[config.mk]
export PLATFORM = sky130hd
export DESIGN_NAME = bpred_top
export DESIGN_NICKNAME = d
export VERILOG_FILES = /design/src/rtl/bpred_pkg.sv /design/src/rtl/bpred_index.sv /design/src/rtl/bpred_hist.sv /design/src/rtl/bpred_pht.sv /design/src/rtl/bpred_top.sv
export SDC_FILE = /design/constraint.sdc
export NUM_CORES = 1
export LEC_CHECK = 0
export BUFFER_PORTS_ARGS = -buffer_cell sky130_fd_sc_hd__buf_2
export CORE_MARGIN = 1.5
export CORE_UTILIZATION = 41
export CTS_CLUSTER_DIAMETER = 60
export DETAILED_ROUTE_END_ITERATION = 6
export PLACE_DENSITY = 0.54
export SYNTH_ARGS = -nofsm -noshare
export SYNTH_HDL_FRONTEND = slang
export SYNTH_SLANG_ARGS = --single-unit
[constraint.sdc]
create_clock -name clk -period 5.39 [get_ports clk]
set_input_delay 1.078 -clock clk [delete_from_list [all_inputs] [get_ports clk]]
set_output_delay 1.078 -clock clk [all_outputs]
set_load 0.1 [all_outputs]
[src/rtl/bpred_pkg.sv]
package bpred_pkg;
  typedef enum logic [1:0] {
    SCH_LOCAL  = 2'd0,
    SCH_GLOBAL = 2'd1,
    SCH_HASH   = 2'd2,
    SCH_HASH2  = 2'd3
  } scheme_e;
endpackage

[src/rtl/bpred_index.sv]
module bpred_index #(
  parameter int IDX_W  = 6,
  parameter int ADDR_W = 32
) (
  input  bpred_pkg::scheme_e sch,
  input  logic [ADDR_W-1:0]  addr,
  input  logic [IDX_W-1:0]   hist,
  output logic [IDX_W-1:0]   idx
);
  import bpred_pkg::*;

  logic [IDX_W-1:0] addr_lo;
  assign addr_lo = addr[IDX_W-1:0];

  always_comb begin
    unique case (sch)
      SCH_LOCAL:  idx = addr_lo;
      SCH_GLOBAL: idx = hist;
      default:    idx = hist ^ addr_lo;
    endcase
  end
endmodule

[src/rtl/bpred_hist.sv]
module bpred_hist #(
  parameter int IDX_W = 6
) (
  input  logic             clk,
  input  logic             rst,
  input  logic             shift_en,
  input  logic             shift_bit,
  output logic [IDX_W-1:0] hist
);
  always_ff @(posedge clk) begin
    if (rst)           hist <= '0;
    else if (shift_en) hist <= {hist[IDX_W-2:0], shift_bit};
  end

  // outcome enters bit 0, older bits move up
  assert_hist_shift_R5: assert property (@(posedge clk) disable iff (rst)
    shift_en |=> (hist[0] == $past(shift_bit)) &&
                 (hist[IDX_W-1:1] == $past(hist[IDX_W-2:0])));

  // no update, no change
  assert_hist_hold_R5: assert property (@(posedge clk) disable iff (rst)
    !shift_en |=> $stable(hist));
endmodule

[src/rtl/bpred_pht.sv]
module bpred_pht #(
  parameter int IDX_W = 6,
  parameter int CNT_W = 2
) (
  input  logic             clk,
  input  logic             rst,
  input  logic             rd_en,
  input  logic [IDX_W-1:0] rd_idx,
  output logic             rd_taken,
  input  logic             wr_en,
  input  logic [IDX_W-1:0] wr_idx,
  input  logic             wr_taken
);
  localparam int DEPTH = 1 << IDX_W;
  localparam logic [CNT_W-1:0] CMAX  = {CNT_W{1'b1}};
  localparam logic [CNT_W-1:0] CINIT = CMAX >> 1;

  logic [CNT_W-1:0] tbl [DEPTH];
  logic [CNT_W-1:0] rd_q;
  logic [CNT_W-1:0] cur_w;
  logic [CNT_W-1:0] nxt_w;

  assign cur_w = tbl[wr_idx];

  always_comb begin
    nxt_w = cur_w;
    if (wr_taken) begin
      if (cur_w != CMAX) nxt_w = cur_w + 1'b1;
    end else begin
      if (cur_w != '0)   nxt_w = cur_w - 1'b1;
    end
  end

  always_ff @(posedge clk) begin
    if (rst) begin
      for (int i = 0; i < DEPTH; i++) tbl[i] <= CINIT;
    end else if (wr_en) begin
      tbl[wr_idx] <= nxt_w;
    end
  end

  // read port sees the array before this edge's write
  always_ff @(posedge clk) begin
    if (rst)        rd_q <= CINIT;
    else if (rd_en) rd_q <= tbl[rd_idx];
  end

  assign rd_taken = rd_q[CNT_W-1];

  // a taken update never leaves the entry at the bottom state
  assert_taken_nonzero_R7: assert property (@(posedge clk) disable iff (rst)
    (wr_en && wr_taken) |=> tbl[$past(wr_idx)] != '0);

  // a not-taken update never leaves the entry at the top state
  assert_nottaken_notmax_R8: assert property (@(posedge clk) disable iff (rst)
    (wr_en && !wr_taken) |=> tbl[$past(wr_idx)] != CMAX);
endmodule

[src/rtl/bpred_top.sv]
module bpred_top #(
  parameter int IDX_W  = 6,
  parameter int ADDR_W = 32,
  parameter int CNT_W  = 2
) (
  input  logic              clk,
  input  logic              rst,
  input  logic [1:0]        scheme,
  input  logic              lk_valid,
  input  logic [ADDR_W-1:0] lk_addr,
  output logic              rsp_valid,
  output logic              rsp_taken,
  output logic [IDX_W-1:0]  rsp_index,
  input  logic              up_valid,
  input  logic [IDX_W-1:0]  up_index,
  input  logic              up_taken
);
  import bpred_pkg::*;

  localparam int CW = (CNT_W < 1) ? 1 : ((CNT_W > 2) ? 2 : CNT_W);

  scheme_e          sch;
  logic [IDX_W-1:0] hist;
  logic [IDX_W-1:0] lk_idx;

  assign sch = scheme_e'(scheme);

  bpred_hist #(.IDX_W(IDX_W)) u_hist (
    .clk(clk), .rst(rst), .shift_en(up_valid), .shift_bit(up_taken), .hist(hist)
  );

  bpred_index #(.IDX_W(IDX_W), .ADDR_W(ADDR_W)) u_idx (
    .sch(sch), .addr(lk_addr), .hist(hist), .idx(lk_idx)
  );

  bpred_pht #(.IDX_W(IDX_W), .CNT_W(CW)) u_pht (
    .clk(clk), .rst(rst),
    .rd_en(lk_valid), .rd_idx(lk_idx), .rd_taken(rsp_taken),
    .wr_en(up_valid), .wr_idx(up_index), .wr_taken(up_taken)
  );

  always_ff @(posedge clk) begin
    if (rst) begin
      rsp_valid <= 1'b0;
      rsp_index <= '0;
    end else begin
      rsp_valid <= lk_valid;
      if (lk_valid) rsp_index <= lk_idx;
    end
  end


  assert_rsp_follows_R11: assert property (@(posedge clk) disable iff (rst)
    lk_valid |=> rsp_valid);
  assert_rsp_idle_R11: assert property (@(posedge clk) disable iff (rst)
    !lk_valid |=> !rsp_valid);

  // local scheme index comes from the address
  assert_local_index_R2: assert property (@(posedge clk) disable iff (rst)
    (lk_valid && sch == SCH_LOCAL) |=> rsp_index == $past(lk_addr[IDX_W-1:0]));
endmodule

==> results.txt, run 1 <==
Max Cap Viol - 0
Io pins - 53
Arr. time, crit path - 4150 ps
Post-synthesis register bit count - 142
CP Cell Sequence - buf_2 > mux4_1 > mux2_2 > a211o_1 > nor4b_2 > maj3_2 > buf_4 > nand3_1
Root Driver - clkbuf_16
DP HPWL - 20,230 um
Drt wl/cell - 22.02 um
# hold bufs at CTS - 0
Drt total wl - 29,950 um
Critical path's slowest cell - mux4_1
Syn avg cell area - 9.420 um^2
Vias in the first global route - 7,594
Layout net count - 1,073
Reg2reg end - u_pht.rd_q[1]
Die span in y - 158.6 um
Grt total ovfl - 0
Max stage delay on crit path - 640 ps
Syn nets - 1,099
Final Instance Area - 0.01078 mm^2
Number of synthesized flops with an enable pin - 128
HP Class - reg2reg
DRT iter0 DRCs - 925
Cells after DPL - 1,328
VDD IR-drop max - 0.0001922 V
Largest net degree at the start of global routing - 60
First-pass GRT wire length - 45,730 um
Fill count - 2,295
Max Transition Viols Final - 0
Rows - 56
Slew margin rel. - 32.12%
Core ar. - 0.02361 mm^2
Asr flop ratio synth - 0%
ANT nets after route - 0
Leak - 3.557 nW
Crit Path Category - in2reg
Layout cells sized above 1 - 15.85%
Worst hold path startpoint - rsp_index[0]
Fin crit period - 3999 ps
Syn Inst Count - 1,054
Yosys warnings - 0
Crit end category - flip-flop
Die width - 158.6 um
Clock Skew - 15.13 ps
Clock latency on the worst-skew pair - 440 ps
Least-Margin Pin Slew - 1016 ps
Clock transition at path regs - 70 ps
Hold Path End - rsp_index[0]
Worst path required time - 5540 ps
Area post-placement - 0.01020 mm^2
RSZ-0062 raised after global routing - no
Post-synthesis sequential area ratio - 41.54%
Via count - 8,381
PD cells - 275.0 mW/mm^2
Setup violators final - 0
Synth-to-Final Area Change - 8.557%
Fin cells - 1,360
# diodes - 0
FF-to-FF Start - u_hist.hist[0]
CTS Buffer Depth - 2
Crit path buffers/inverters - 2
CP max FO - 30
Max Clk Rate - 250.0 MHz
Initial DRT Pass Iterations - 5
Initial Util - 42.05%
Post-CTS Repair Setup Buffers - 0
Setup TNS Final - 0 ps
Final Hold Viols - 0
Ys flop type - edfxtp_1
GRT Util Overall - 24.66%
R2R cell count - 9
Worst R2R Setup Slack - 2210 ps
Cell variety after synth - 67
PortBufs - 26
Total CTS buffers - 17
H-tree depth - 4
DRC violations left - 0
Delay-heaviest family, CP - multiplexers
Clock sink total - 142
TritonCTS clock tree - done
CP Launch Type - input port
Initial antenna violation count - 0
Die area - 0.02516 mm^2
GPL Wtd Cong - 0.8345
Number of gates resized after CTS - 0
Power after layout - 2.963 mW
Mapped Area - 0.009928 mm^2
Run status - completed
Hold Path Cell Cnt - 2
Tcrit/Tclk final - 74.20%
Vias per cell - 6.163
==> routing by layer <==
layer / vias to the layer above / global-route usage [%] / part of all wire [%]
met3: 47 / 3.484 / 6.6
met4: 0 / 9.123 / 2.7
met2: 284 / 36.97 / 44
met5: - / 0 / 0
met1: 4112 / 36.05 / 46
li1: 3938 / - / -
==> worst reg2reg max path, delay by kind of cell (launching register included) <==
family	cells	cell delay, ps
compound gates	5	890
flops	1	770
simple gates	1	390
mux	1	230
buf+inv	2	760
==> worst max-delay path by stage <==
| stage | start | end | slack [ps] | depth (start not counted) |
|---|---|---|---|---|
| after floorplan | up_index[1] | u_pht.tbl[3][0] | 2100 | 12 |
| after global placement | up_index[0] | u_pht.tbl[36][0] | 940 | 8 |
| after detailed placement | up_index[0] | u_pht.tbl[38][0] | 930 | 8 |
| after CTS | up_index[0] | u_pht.tbl[16][0] | 1380 | 8 |
| after global routing | up_index[0] | u_pht.tbl[22][0] | 1200 | 8 |
| final | up_index[0] | u_pht.tbl[16][0] | 1390 | 8 |
==> cells in the final DEF, fill, tap and decap left out, drive strengths merged, types with 17 or more instances in the layout <==
cell     Yosys  layout
buf         43      63
edfxtp     128     128
nand2      100     100
nand3       55      55
or2         26      26
a21oi       58      58
a311oi      17      17
mux2i       54      54
nor3        47      47
a2bb2oi     27      27
a22oi       24      24
clkbuf      65      17
o22ai       26      26
nor3b       18      18
inv         16      24
nor2       109     109
o21ai       27      27
mux4        20      20
nand2b      37      37
==> area by class of cell <==
class                   instances  area (um^2)  share of cell area, %
multi-input cells             786         5174                  48.00
flip-flops and latches        142         4125                  38.28
clock inverters                15        148.9                  1.381
repair buffers                 63        437.9                  4.063
well taps                     319        399.1                  3.703
inverters                      18        67.56                 0.6269
clock buffers                  17        425.4                  3.947
==> cell usage after synthesis (all sizes together) (6+ instances only) <==
library cell	instances	area [um^2]
or2	26	162.7
dfxtp	14	280.3
a22o	7	61.31
buf	43	332.8
mux4	20	465.5
o211ai	7	52.55
nor4	9	56.30
nand3b	9	67.56
nand2	100	375.4
mux2i	54	540.5
a21o	9	67.56
inv	16	60.06
a2bb2oi	27	236.5
o221ai	6	52.55
nand3	55	310.3
nor3	47	235.2
a21oi	58	290.3
clkbuf	65	245.2
o22ai	26	162.7
nor2b	13	81.33
edfxtp	128	3844
nand2b	37	231.5
nor2	109	411.7
a311oi	17	155.1
a211oi	7	57.55
a22oi	24	180.2
a221oi	6	52.55
o21ai	27	135.1
nor3b	18	135.1
mux2	11	123.9
and3	7	43.79
==> per-stage QoR <==
step / setup WS, ps / hold slack (ps) / utilization, %
CTS: 1384 / 472.4 / 45.64
global placement: 940.8 / 454.7 / 43.21
floorplan: 2102 / 484.5 / -
detailed placement: 931.7 / 460.5 / 43.21
global route: 1202 / 496.6 / 45.64
finish: 1391 / 467.0 / 45.64
==> logic make-up (layout without fill, tap and decap cells) <==
kind of cell | Yosys count | count (layout) | share of synthesized area (%)
flops | 142 | 142 | 41.54
buf+inv | 126 | 113 | 6.503
simple gates | 448 | 448 | 22.63
fa+ha+maj | 2 | 2 | 0.2268
compound gates | 251 | 251 | 17.72
mux | 85 | 85 | 11.38
==> state kept, by name (all words and copies together), names as in the netlist <==
name and flops:
u_pht.tbl 128, u_pht.rd_q 1, rsp_index 6, rsp_valid 1, u_hist.hist 6
==> report_power, final <==
part           switching [mW]  total, mW  internal [mW]  leakage [nW]
clock                   0.541       1.19          0.650         0.272
sequential             0.0412       1.27           1.23          1.26
combinational           0.330      0.506          0.176          2.02
Note: power is estimated with default switching activity, not from simulation.
==> run 2, diff against run 1 <==
--- a/config.mk
+++ b/config.mk
@@ -5,12 +5,13 @@
 export SDC_FILE = /design/constraint.sdc
 export NUM_CORES = 1
 export LEC_CHECK = 0
+export ABC_AREA = 1
 export BUFFER_PORTS_ARGS = -buffer_cell sky130_fd_sc_hd__buf_2
 export CORE_MARGIN = 1.5
 export CORE_UTILIZATION = 41
 export CTS_CLUSTER_DIAMETER = 60
 export DETAILED_ROUTE_END_ITERATION = 6
-export PLACE_DENSITY = 0.54
+export PLACE_DENSITY = 0.57
 export SYNTH_ARGS = -nofsm -noshare
 export SYNTH_HDL_FRONTEND = slang
 export SYNTH_SLANG_ARGS = --single-unit
==> constraint.sdc (replaced) <==
create_clock -name clk -period 3.4 [get_ports clk]
set_input_delay 0.68 -clock clk [delete_from_list [all_inputs] [get_ports clk]]
set_output_delay 0.68 -clock clk [all_outputs]
set_load 0.1 [all_outputs]
==> results.txt, run 2 <==
Run status - completed
Yosys top cell by area - edfxtp_1
Asr flop ratio synth - 0% (unchanged)
Syn Inst Count - 995 (-5.6%)
Most common cell in the netlist - nand2_1
PD cells - 503.3 mW/mm^2 (+83%)
# diodes - 0 (unchanged)
Initial Util - 41.97% (-0.080 points)
Die span in y - 141.8 um (-11%)
Critical Path Most Common Cell - nand2_1
Drt total wl - 23,640 um (-21%)
Share of the synthesized area in the top cell type - 48.64% (+9.9 points)
Tcrit/Tclk final - 80.79%
Initial antenna violation count - 0 (unchanged)
Worst hold slack - 449.8 ps (-17.14 ps)
Synth-to-Final Area Change - 12.95%
Post-CTS Repair Setup Buffers - 0 (unchanged)
ANT nets after route - 0 (unchanged)
GPL Wtd Cong - 0.8705 (+4.3%)
First-pass GRT wire length - 36,300 um (-21%)
Setup TNS Final - 0 ps (unchanged)
DRC violations left - 0 (unchanged)
Arr. time, crit path - 2930 ps (-1220 ps)
Max stage delay on crit path - 290 ps (-350 ps)
Cell variety after synth - 31 (-54%)
Crit Path Category - in2reg
HP Class - in2reg
Storage element area - 0.004124 mm^2 (about the same)
Clock transition at path regs - 60 ps (about the same)
Ys flop type - edfxtp_1
Clock Skew - 12.25 ps (-2.886 ps)
Biggest regs - u_pht.tbl (128), rsp_index (6), u_hist.hist (6)
TritonCTS clock tree - done
Io pins - 53 (unchanged)
Layout cells sized above 1 - 9.806% (-6.0 points)
Setup violators final - 0 (unchanged)
Rows - 50 (-11%)
Max Cap Viol - 0 (unchanged)
Max Transition Viols Final - 0 (unchanged)
Die area - 0.02012 mm^2 (-20%)
Fill count - 1,851 (-19%)
Commonest cells post-synth - 190 x nand2_1, 172 x nor2_1, 160 x inv_1
Clock sink total - 142 (unchanged)
Via count - 6,877 (-18%)
Drt wl/cell - 18.33 um (-17%)
DP HPWL - 15,270 um (-25%)
PortBufs - 26 (unchanged)
CP max FO - 40 (+33%)
Mapped Area - 0.007903 mm^2 (-20%)
Yosys warnings - 0 (unchanged)
Vias per cell - 5.331 (-13%)
CP Cell Sequence - buf_2 > inv_2 > nand3_1 > buf_4 > o22ai_1 > nor2_1 > nand2_1 > o21ai_1 > nand2_1 > nor2_1 > nand2_1 > nand2_2 > nand2_1 > nand2_4 > buf_12 > nor2_1
Syn avg cell area - 7.942 um^2 (-16%)
Root Driver - clkbuf_16
Vias in the first global route - 6,402 (-16%)
Initial DRT Pass Iterations - 5 (unchanged)
Crit end category - flip-flop
Layout net count - 1,062 (-1.0%)
Leak - 3.392 nW (-4.6%)
Grt total ovfl - 0 (unchanged)
Least-Margin Pin Slew - 703.2 ps (-312.9 ps)
CTS Buffer Depth - 2 (unchanged)
Die width - 141.8 um (-11%)
H-tree depth - 4 (unchanged)
# hold bufs at CTS - 0 (unchanged)
Most common cell after layout, fill and taps aside - nand2_1
Number of gates resized after CTS - 0 (unchanged)
CP Launch Type - input port
RSZ-0062 raised after global routing - no
Critical path's slowest cell - nand3_1
Number of synthesized flops with an enable pin - 128 (unchanged)
Max Clk Rate - 364.1 MHz
Multi-input logic area - 0.002874 mm^2 (-44%)
Fin crit period - 2747 ps
Worst path required time - 3580 ps (-1960 ps)
Biggest register - u_pht.tbl
DRT iter0 DRCs - 794 (-14%)
Final Hold Viols - 0 (unchanged)
GRT Util Overall - 24.74% (+0.077 points)
Post-synthesis sequential area ratio - 52.18% (+11 points)
Power after layout - 4.492 mW (+52%)
VDD IR-drop max - 0.0003507 V (+82%)
Core ar. - 0.01883 mm^2 (-20%)
Total CTS buffers - 17 (unchanged)
Max reg flops - 128 (unchanged)
Slew margin rel. - 53.07% (+21 points)
Largest net degree at the start of global routing - 47 (-22%)
Clock latency on the worst-skew pair - 440 ps (about the same)
Post-synthesis register bit count - 142 (unchanged)
Syn nets - 1,040 (-5.4%)
Ranking of synthesized cells by area - edfxtp_1 49%, nand3_1 9.9%, nand2_1 9.0%
Commonest cells after routing, fill and taps aside - 189 x nand2_1, 172 x nor2_1, 159 x inv_1
-- run 2: worst paths after layout --
| path | depth (start not counted) | slack (ps) | to | start |
|---|---|---|---|---|
| max | 16 | 650 | u_pht.tbl[2][1] | up_index[2] |
| min | 2 | 450 | rsp_valid | rst |
| min reg2reg | 2 | 470 | u_hist.hist[5] | u_hist.hist[4] |
| max reg2reg | 13 | 1050 | u_pht.tbl[2][1] | u_pht.tbl[55][1] |
-- run 2: cells by family (layout without fill, tap and decap cells) --
| logic type | Yosys count | in the layout | synth area share, % |
|---|---|---|---|
| compound gates | 85 | 85 | 6.349 |
| xor+xnor | 4 | 4 | 0.5384 |
| buf+inv | 220 | 255 | 11.48 |
| flops | 142 | 142 | 52.18 |
| simple gates | 544 | 544 | 29.45 |
-- run 2: report_power, final --
group	total (mW)	switching, mW	leakage [nW]	internal (mW)
clock network	1.83	0.754	0.270	1.08
logic	0.695	0.511	1.86	0.184
registers	1.97	0.0200	1.27	1.95
total	4.49	1.29	3.39	3.21
-- run 2: metal layers --
layer | vias up | part of all wire, % | track usage, % | wire length (um)
met5 | - | 0 | 0 | 0
met2 | 326 | 45 | 37.89 | 10570
met1 | 3213 | 43 | 34.54 | 10180
li1 | 3287 | - | - | -
met3 | 51 | 9.1 | 4.387 | 2146
met4 | 0 | 3.2 | 10.63 | 748
-- run 2: cell type report --
class                   instances  area share [%]
well taps                     260           3.645
clock inverters                14           1.612
multi-input cells             633           32.20
inverters                     171           7.191
repair buffers                 52           4.345
clock buffers                  18           4.808
flip-flops and latches        142           46.20
-- run 2: through the flow --
stage / setup WS (ps) / cells / util, % / cell area (um^2)
floorplan: 1000 / 995 / - / 7903
global placement: 322.1 / 1258 / 44.36 / 8353
detailed placement: 259.9 / 1258 / 44.36 / 8353
CTS: 715.0 / 1290 / 47.40 / 8926
global route: 513.2 / 1290 / 47.40 / 8926
finish: 653.1 / 1290 / 47.40 / 8926
-- run 2: critical path: cells and delay by family --
kind                   cells  cell delay (ps)
buffers and inverters      4              730
and+or+nand+nor           10             1190
AOI/OAI and AO/OA          2              290
